==> src/rtl/ls_agu_pkg.sv <==
package ls_agu_pkg;

    localparam int AGU_DW    = 32;
    localparam int AGU_IMM_W = 12;

    typedef enum logic [1:0] {
        OFS_IMM    = 2'd0,
        OFS_REG    = 2'd1,
        OFS_SCALED = 2'd2,
        OFS_ALTIMM = 2'd3
    } ofs_kind_e;

    typedef enum logic [1:0] {
        SHK_LSL = 2'd0,
        SHK_LSR = 2'd1,
        SHK_ASR = 2'd2,
        SHK_ROR = 2'd3
    } shk_e;

    typedef enum logic [1:0] {
        SZ_BYTE = 2'd0,
        SZ_HALF = 2'd1,
        SZ_WORD = 2'd2,
        SZ_WALT = 2'd3
    } acc_sz_e;

    typedef struct packed {
        logic pre;
        logic upd;
        logic sub;
    } idx_ctrl_t;

    // Size code reported to the memory side; the spare encoding folds onto word.
    function automatic logic [1:0] norm_size(input acc_sz_e s);
        return (s == SZ_BYTE) ? 2'd0 : (s == SZ_HALF) ? 2'd1 : 2'd2;
    endfunction

endpackage

==> src/rtl/ls_agu_shifter.sv <==
module ls_agu_shifter
    import ls_agu_pkg::*;
#(
    parameter int DW   = AGU_DW,
    localparam int SH_W = $clog2(DW)
) (
    input  logic [DW-1:0]   val_i,
    input  shk_e            kind_i,
    input  logic [SH_W-1:0] amt_i,
    output logic [DW-1:0]   val_o
);
    logic [DW-1:0] rot;

    always_comb begin
        if (amt_i == '0) begin
            rot = val_i;
        end else begin
            rot = (val_i >> amt_i) | (val_i << (DW - int'(amt_i)));
        end
    end

    always_comb begin
        unique case (kind_i)
            SHK_LSL: val_o = val_i << amt_i;
            SHK_LSR: val_o = val_i >> amt_i;
            SHK_ASR: val_o = $unsigned($signed(val_i) >>> amt_i);
            default: val_o = rot;
        endcase
    end
endmodule

==> src/rtl/ls_agu_offset.sv <==
module ls_agu_offset
    import ls_agu_pkg::*;
#(
    parameter int DW    = AGU_DW,
    parameter int IMM_W = AGU_IMM_W,
    localparam int SH_W = $clog2(DW)
) (
    input  logic [IMM_W-1:0] imm_i,
    input  logic [DW-1:0]    idx_i,
    input  shk_e             shk_i,
    input  logic [SH_W-1:0]  amt_i,
    input  ofs_kind_e        kind_i,
    output logic [DW-1:0]    ofs_o
);
    logic [DW-1:0] imm_ext;
    logic [DW-1:0] idx_shifted;

    generate
        if (DW > IMM_W) begin : g_zext
            assign imm_ext = {{(DW-IMM_W){1'b0}}, imm_i};
        end else begin : g_trunc
            assign imm_ext = imm_i[DW-1:0];
        end
    endgenerate

    ls_agu_shifter #(.DW(DW)) u_shift (
        .val_i  (idx_i),
        .kind_i (shk_i),
        .amt_i  (amt_i),
        .val_o  (idx_shifted)
    );

    always_comb begin
        unique case (kind_i)
            OFS_REG:    ofs_o = idx_i;
            OFS_SCALED: ofs_o = idx_shifted;
            default:    ofs_o = imm_ext;
        endcase
    end
endmodule

==> src/rtl/ls_agu_size_chk.sv <==
module ls_agu_size_chk
    import ls_agu_pkg::*;
(
    input  acc_sz_e    size_i,
    input  logic       sgn_i,
    input  logic [1:0] addr_lo_i,
    output logic [1:0] code_o,
    output logic       sgn_o,
    output logic       mis_o
);
    always_comb begin
        code_o = norm_size(size_i);
        sgn_o  = sgn_i && (code_o != 2'd2);
        unique case (code_o)
            2'd0:    mis_o = 1'b0;
            2'd1:    mis_o = addr_lo_i[0];
            default: mis_o = |addr_lo_i;
        endcase
    end
endmodule

==> src/rtl/ls_addr_gen.sv <==
module ls_addr_gen
    import ls_agu_pkg::*;
#(
    parameter int DW    = AGU_DW,
    parameter int IMM_W = AGU_IMM_W,
    localparam int SH_W = $clog2(DW)
) (
    input  logic             clk,
    input  logic             rst,
    input  logic             in_valid,
    input  logic [DW-1:0]    base_val,
    input  logic [IMM_W-1:0] imm_off,
    input  logic [DW-1:0]    idx_val,
    input  logic [1:0]       shift_type,
    input  logic [SH_W-1:0]  shift_amt,
    input  logic             off_sub,
    input  logic [1:0]       off_kind,
    input  logic             pre_index,
    input  logic             base_update,
    input  logic [1:0]       acc_size,
    input  logic             load_signed,
    output logic             out_valid,
    output logic [DW-1:0]    acc_addr,
    output logic             wb_en,
    output logic [DW-1:0]    wb_value,
    output logic [1:0]       size_code,
    output logic             signed_ld,
    output logic             misaligned
);
    idx_ctrl_t     ctl;
    logic [DW-1:0] ofs;
    logic [DW-1:0] moved;
    logic [DW-1:0] nxt_addr;
    logic          nxt_wb;
    logic [1:0]    nxt_code;
    logic          nxt_sgn;
    logic          nxt_mis;

    assign ctl = '{pre: pre_index, upd: base_update, sub: off_sub};

    ls_agu_offset #(.DW(DW), .IMM_W(IMM_W)) u_ofs (
        .imm_i  (imm_off),
        .idx_i  (idx_val),
        .shk_i  (shk_e'(shift_type)),
        .amt_i  (shift_amt),
        .kind_i (ofs_kind_e'(off_kind)),
        .ofs_o  (ofs)
    );

    // One adder serves both the pre-indexed address and the new base.
    always_comb begin
        moved    = ctl.sub ? (base_val - ofs) : (base_val + ofs);
        nxt_addr = ctl.pre ? moved : base_val;
        nxt_wb   = !ctl.pre || ctl.upd;
    end

    ls_agu_size_chk u_size (
        .size_i    (acc_sz_e'(acc_size)),
        .sgn_i     (load_signed),
        .addr_lo_i (nxt_addr[1:0]),
        .code_o    (nxt_code),
        .sgn_o     (nxt_sgn),
        .mis_o     (nxt_mis)
    );

    always_ff @(posedge clk) begin
        if (rst) begin
            out_valid  <= 1'b0;
            acc_addr   <= '0;
            wb_en      <= 1'b0;
            wb_value   <= '0;
            size_code  <= 2'd0;
            signed_ld  <= 1'b0;
            misaligned <= 1'b0;
        end else if (in_valid) begin
            out_valid  <= 1'b1;
            acc_addr   <= nxt_addr;
            wb_en      <= nxt_wb;
            wb_value   <= moved;
            size_code  <= nxt_code;
            signed_ld  <= nxt_sgn;
            misaligned <= nxt_mis;
        end else begin
            out_valid  <= 1'b0;
        end
    end
endmodule

==> config.mk <==
export PLATFORM = sky130hd
export DESIGN_NAME = ls_addr_gen
export DESIGN_NICKNAME = d
export VERILOG_FILES = /design/src/rtl/ls_agu_pkg.sv /design/src/rtl/ls_agu_shifter.sv /design/src/rtl/ls_agu_offset.sv /design/src/rtl/ls_agu_size_chk.sv /design/src/rtl/ls_addr_gen.sv
export SDC_FILE = /design/constraint.sdc
export NUM_CORES = 1
export LEC_CHECK = 0
export CAP_MARGIN = 10
export CORE_AREA = 2 2 157 159
export CTS_CLUSTER_SIZE = 28
export DETAILED_ROUTE_END_ITERATION = 8
export DIE_AREA = 0 0 159 161
export DONT_BUFFER_PORTS = 1
export PLACE_DENSITY = 0.8
export SYNTH_ARGS = -nofsm -noshare
export SYNTH_HDL_FRONTEND = slang
export SYNTH_HIERARCHICAL = 1
export SYNTH_SLANG_ARGS = --single-unit
==> constraint.sdc <==
create_clock -name clk -period 7.7 [get_ports clk]
set_clock_uncertainty 0.05 [all_clocks]
set_input_delay 0.77 -clock clk [delete_from_list [all_inputs] [get_ports clk]]
set_output_delay 0.77 -clock clk [all_outputs]
set_load 0.05 [all_outputs]
==> impl_metrics.toml <==
[logic_synthesis]
netlist_area_mm2 = 0.01296
yosys_warnings = 6
yosysSeqAreaShare = 0.1081
synth.distinct_cells = 106
syn_avg_cell_area_um2 = 7.876
ys_ff_latch = 70
synth_nets = 1777
synth_edf_count = 0
syn_inst = 1646
synthArstFlopShare = 0
synthFlopType = "dfxtp_1"

[final_layout]
drive_gt1_frac = 0.1536
final_common_cell = "nor2_1"
fin_nets = 1689
layout_common_cells = "nor2_1, nand2_1, a21oi_1"
final_cell_area_mm2 = 0.01321
area_delta_synth_final_pct = 1.902

[global_routing]
overflow = 0
grt_util_all_layers = 0.4602
grt_pass1_wl_um = 88840
grt_pass1_vias = 13590
grt_max_degree = 109
antenna_found_initial = 1

[cts]
clkTransAtPathRegs_ns = 0.07
cts_setup_buffers = 0
h-tree-depth = 3
cts_tree = "built"
postCtsResizedCells = 0
cts_buffer_depth = 2
cts_sinks = 70
cts_buffers = 9
ctsHoldBuffers = 0
root_buffer = "clkbuf_16"
clock_latency_ns = 0.35

[floorplanning]
io_pins = 164
dieWidth_um = 159
rows = 57
initial_core_util = 0.5410
dieArea_mm2 = 0.02560
core-area_mm2 = 0.02396
die_y_um = 161

[pwr]
p_per_area_mw_per_mm2 = 164.9
peakVddDrop_mv = 0.1347
p_leak_uw = 0.004999

[placement]
portBuffers = 0
place.gp.congestion = 1.158
placed_area_mm2 = 0.01292
place.detailed.hpwl_um = 44000

[timing]
setup_viol = 0
fin_crit_sh = 0.9444
rsz0062_at_grt = "no"
setup_tns_ns = 0
finalHoldViolations = 0
worstMarginPinSlew_ns = 1.189
slew_headroom = 0.1971
timing.fmax_mhz = 137.5
finalCriticalPeriod_ns = 7.272
maxSlewViolCount = 0

[status]
run_status = "completed"

[setup_path]
worstPathArrival_ns = 7.46
r2r_start = "acc_addr[29]"
critPathCaptureType = "flop"
rrSetupSlack_ns = 6.53
worst_setup_path_start_kind = "input port"
critPathKind = "input port to flop"
reg2regPathDepth = 3
cp.required_ns = 7.88
startpoint = "shift_amt[0]"
crit_fanout = 108
r2r_end = "acc_addr[29]"

[detailed_routing]
drtPass1Iterations = 7
num_vias = 14480
drc = 0
viasPerCell = 7.667
drt_iter0_drc = 2507
postRouteAntennaNets = 0
routed_wl_um = 61150
wl_per_cell_um = 32.39

[min_path]
hold_end = "wb_value[31]"
hold_class = "input port to flop"
hold-path-cell-count = 1
hold_start = "rst"

[run]
drv_cap = 0
-- stage by stage --
step / worst slack [ns] / total power [uW] / hold slack [ns] / std cells / utilization
floorplan: 0.6749 / 1500 / 0.6255 / 1646 / -
global placement: 0.3840 / 1699 / 0.6464 / 1871 / 0.5391
detailed placement: 0.2512 / 1712 / 0.6628 / 1871 / 0.5391
CTS: 0.6278 / 2130 / 0.4300 / 1887 / 0.5512
global route: 0.01719 / 2262 / 0.4264 / 1887 / 0.5512
finish: 0.4281 / 2178 / 0.4347 / 1888 / 0.5513
-- state kept, by name, summed over array words and instances, names as in the netlist --
signal	count
acc_addr	32
misaligned	1
out_valid	1
signed_ld	1
size_code	2
wb_en	1
wb_value	32
-- power breakdown --
group,switching [uW],internal [uW],leakage (uW)
Combinational,665,474,0.00428
Sequential,212,413,0.000580
Clock,189,226,0.000136
-- cell families after synthesis --
family | Yosys count | share of synthesized area
mux | 230 | 0.2654
simple gates | 527 | 0.1876
buf+inv | 203 | 0.08590
xor+xnor | 57 | 0.04198
compound gates | 521 | 0.2739
fa+ha+maj | 38 | 0.03706
flops | 70 | 0.1081
-- how the worst max path moves through the flow --
stage | end | slack [ns] | cells past startpoint
2_1_floorplan | wb_value[31] | 0.67 | 28
3_3_place_gp | wb_value[28] | 0.38 | 25
3_5_place_dp | wb_value[31] | 0.25 | 23
4_1_cts | wb_value[31] | 0.63 | 23
5_1_grt | wb_value[31] | 0.02 | 23
6_report | wb_value[31] | 0.43 | 22
-- cells in the mapped netlist (13+ instances only) --
cell      number  area [um2]
a31oi_1       28       175.2
and3_1        16       100.1
mux2_2        43       484.2
and2_1        14       87.58
xnor2_1       42       367.9
o21ai_1       17       85.08
nor4_1        13       81.33
mux4_2        65        1464
nand2_1      145       544.3
ha_1          36       450.4
clkbuf_1      89       334.1
o21ai_0       88       440.4
a211oi_1      37       277.8
nand3_1       35       175.2
buf_6         21       236.5
o22ai_1       21       131.4
mux2i_1      103        1031
o221ai_1      16       140.1
o211ai_1      25       187.7
dfxtp_1       70        1401
buf_2         28       140.1
buf_4         20       150.1
a21oi_1      106       530.5
a22oi_1       37       277.8
mux4_1        15       394.1
nor2_1       193       724.4
a21o_1        19       142.6
nand2b_1      15       93.84
inv_1         31       116.4
nor3_1        34       170.2
-- layout make-up --
class,instances,area (um2)
diodes,1,2.502
clock buffers,9,225.2
clock inverters,7,63.81
fillers,2265,10750
inverters,32,120.1
multi-input cells,1373,10450
flip-flops and latches,70,1401
well taps,324,405.4
repair buffers,72,540.5
-- worst max-delay path, cell delays in order --
cell and delay [ns]:
inv_2 0.14, ha_1 0.45, xor2_4 0.35, mux2i_1 0.33, a21oi_1 0.23, a2111oi_0 0.51, nor3_1 0.10, a22oi_1 0.21
o21ai_1 0.15, or4_4 0.61, nor4_1 0.87, a21oi_1 0.21, xnor2_1 0.18, ha_1 0.31, nand4_1 0.09, nor4_1 0.27
o21ai_1 0.17, a2111o_1 0.54, a211o_1 0.37, a31o_1 0.23, a211oi_2 0.27, a211oi_1 0.11
-- metal layers --
| layer | vias to the layer above | track usage | share of wire |
|---|---|---|---|
| met4 | 0 | 0.3025 | 0.083 |
| li1 | 6131 | - | - |
| met5 | - | 0 | 0 |
| met2 | 1211 | 0.6640 | 0.40 |
| met1 | 6831 | 0.5791 | 0.37 |
| met3 | 303 | 0.1667 | 0.14 |
Power figures use the tool's default switching activity.
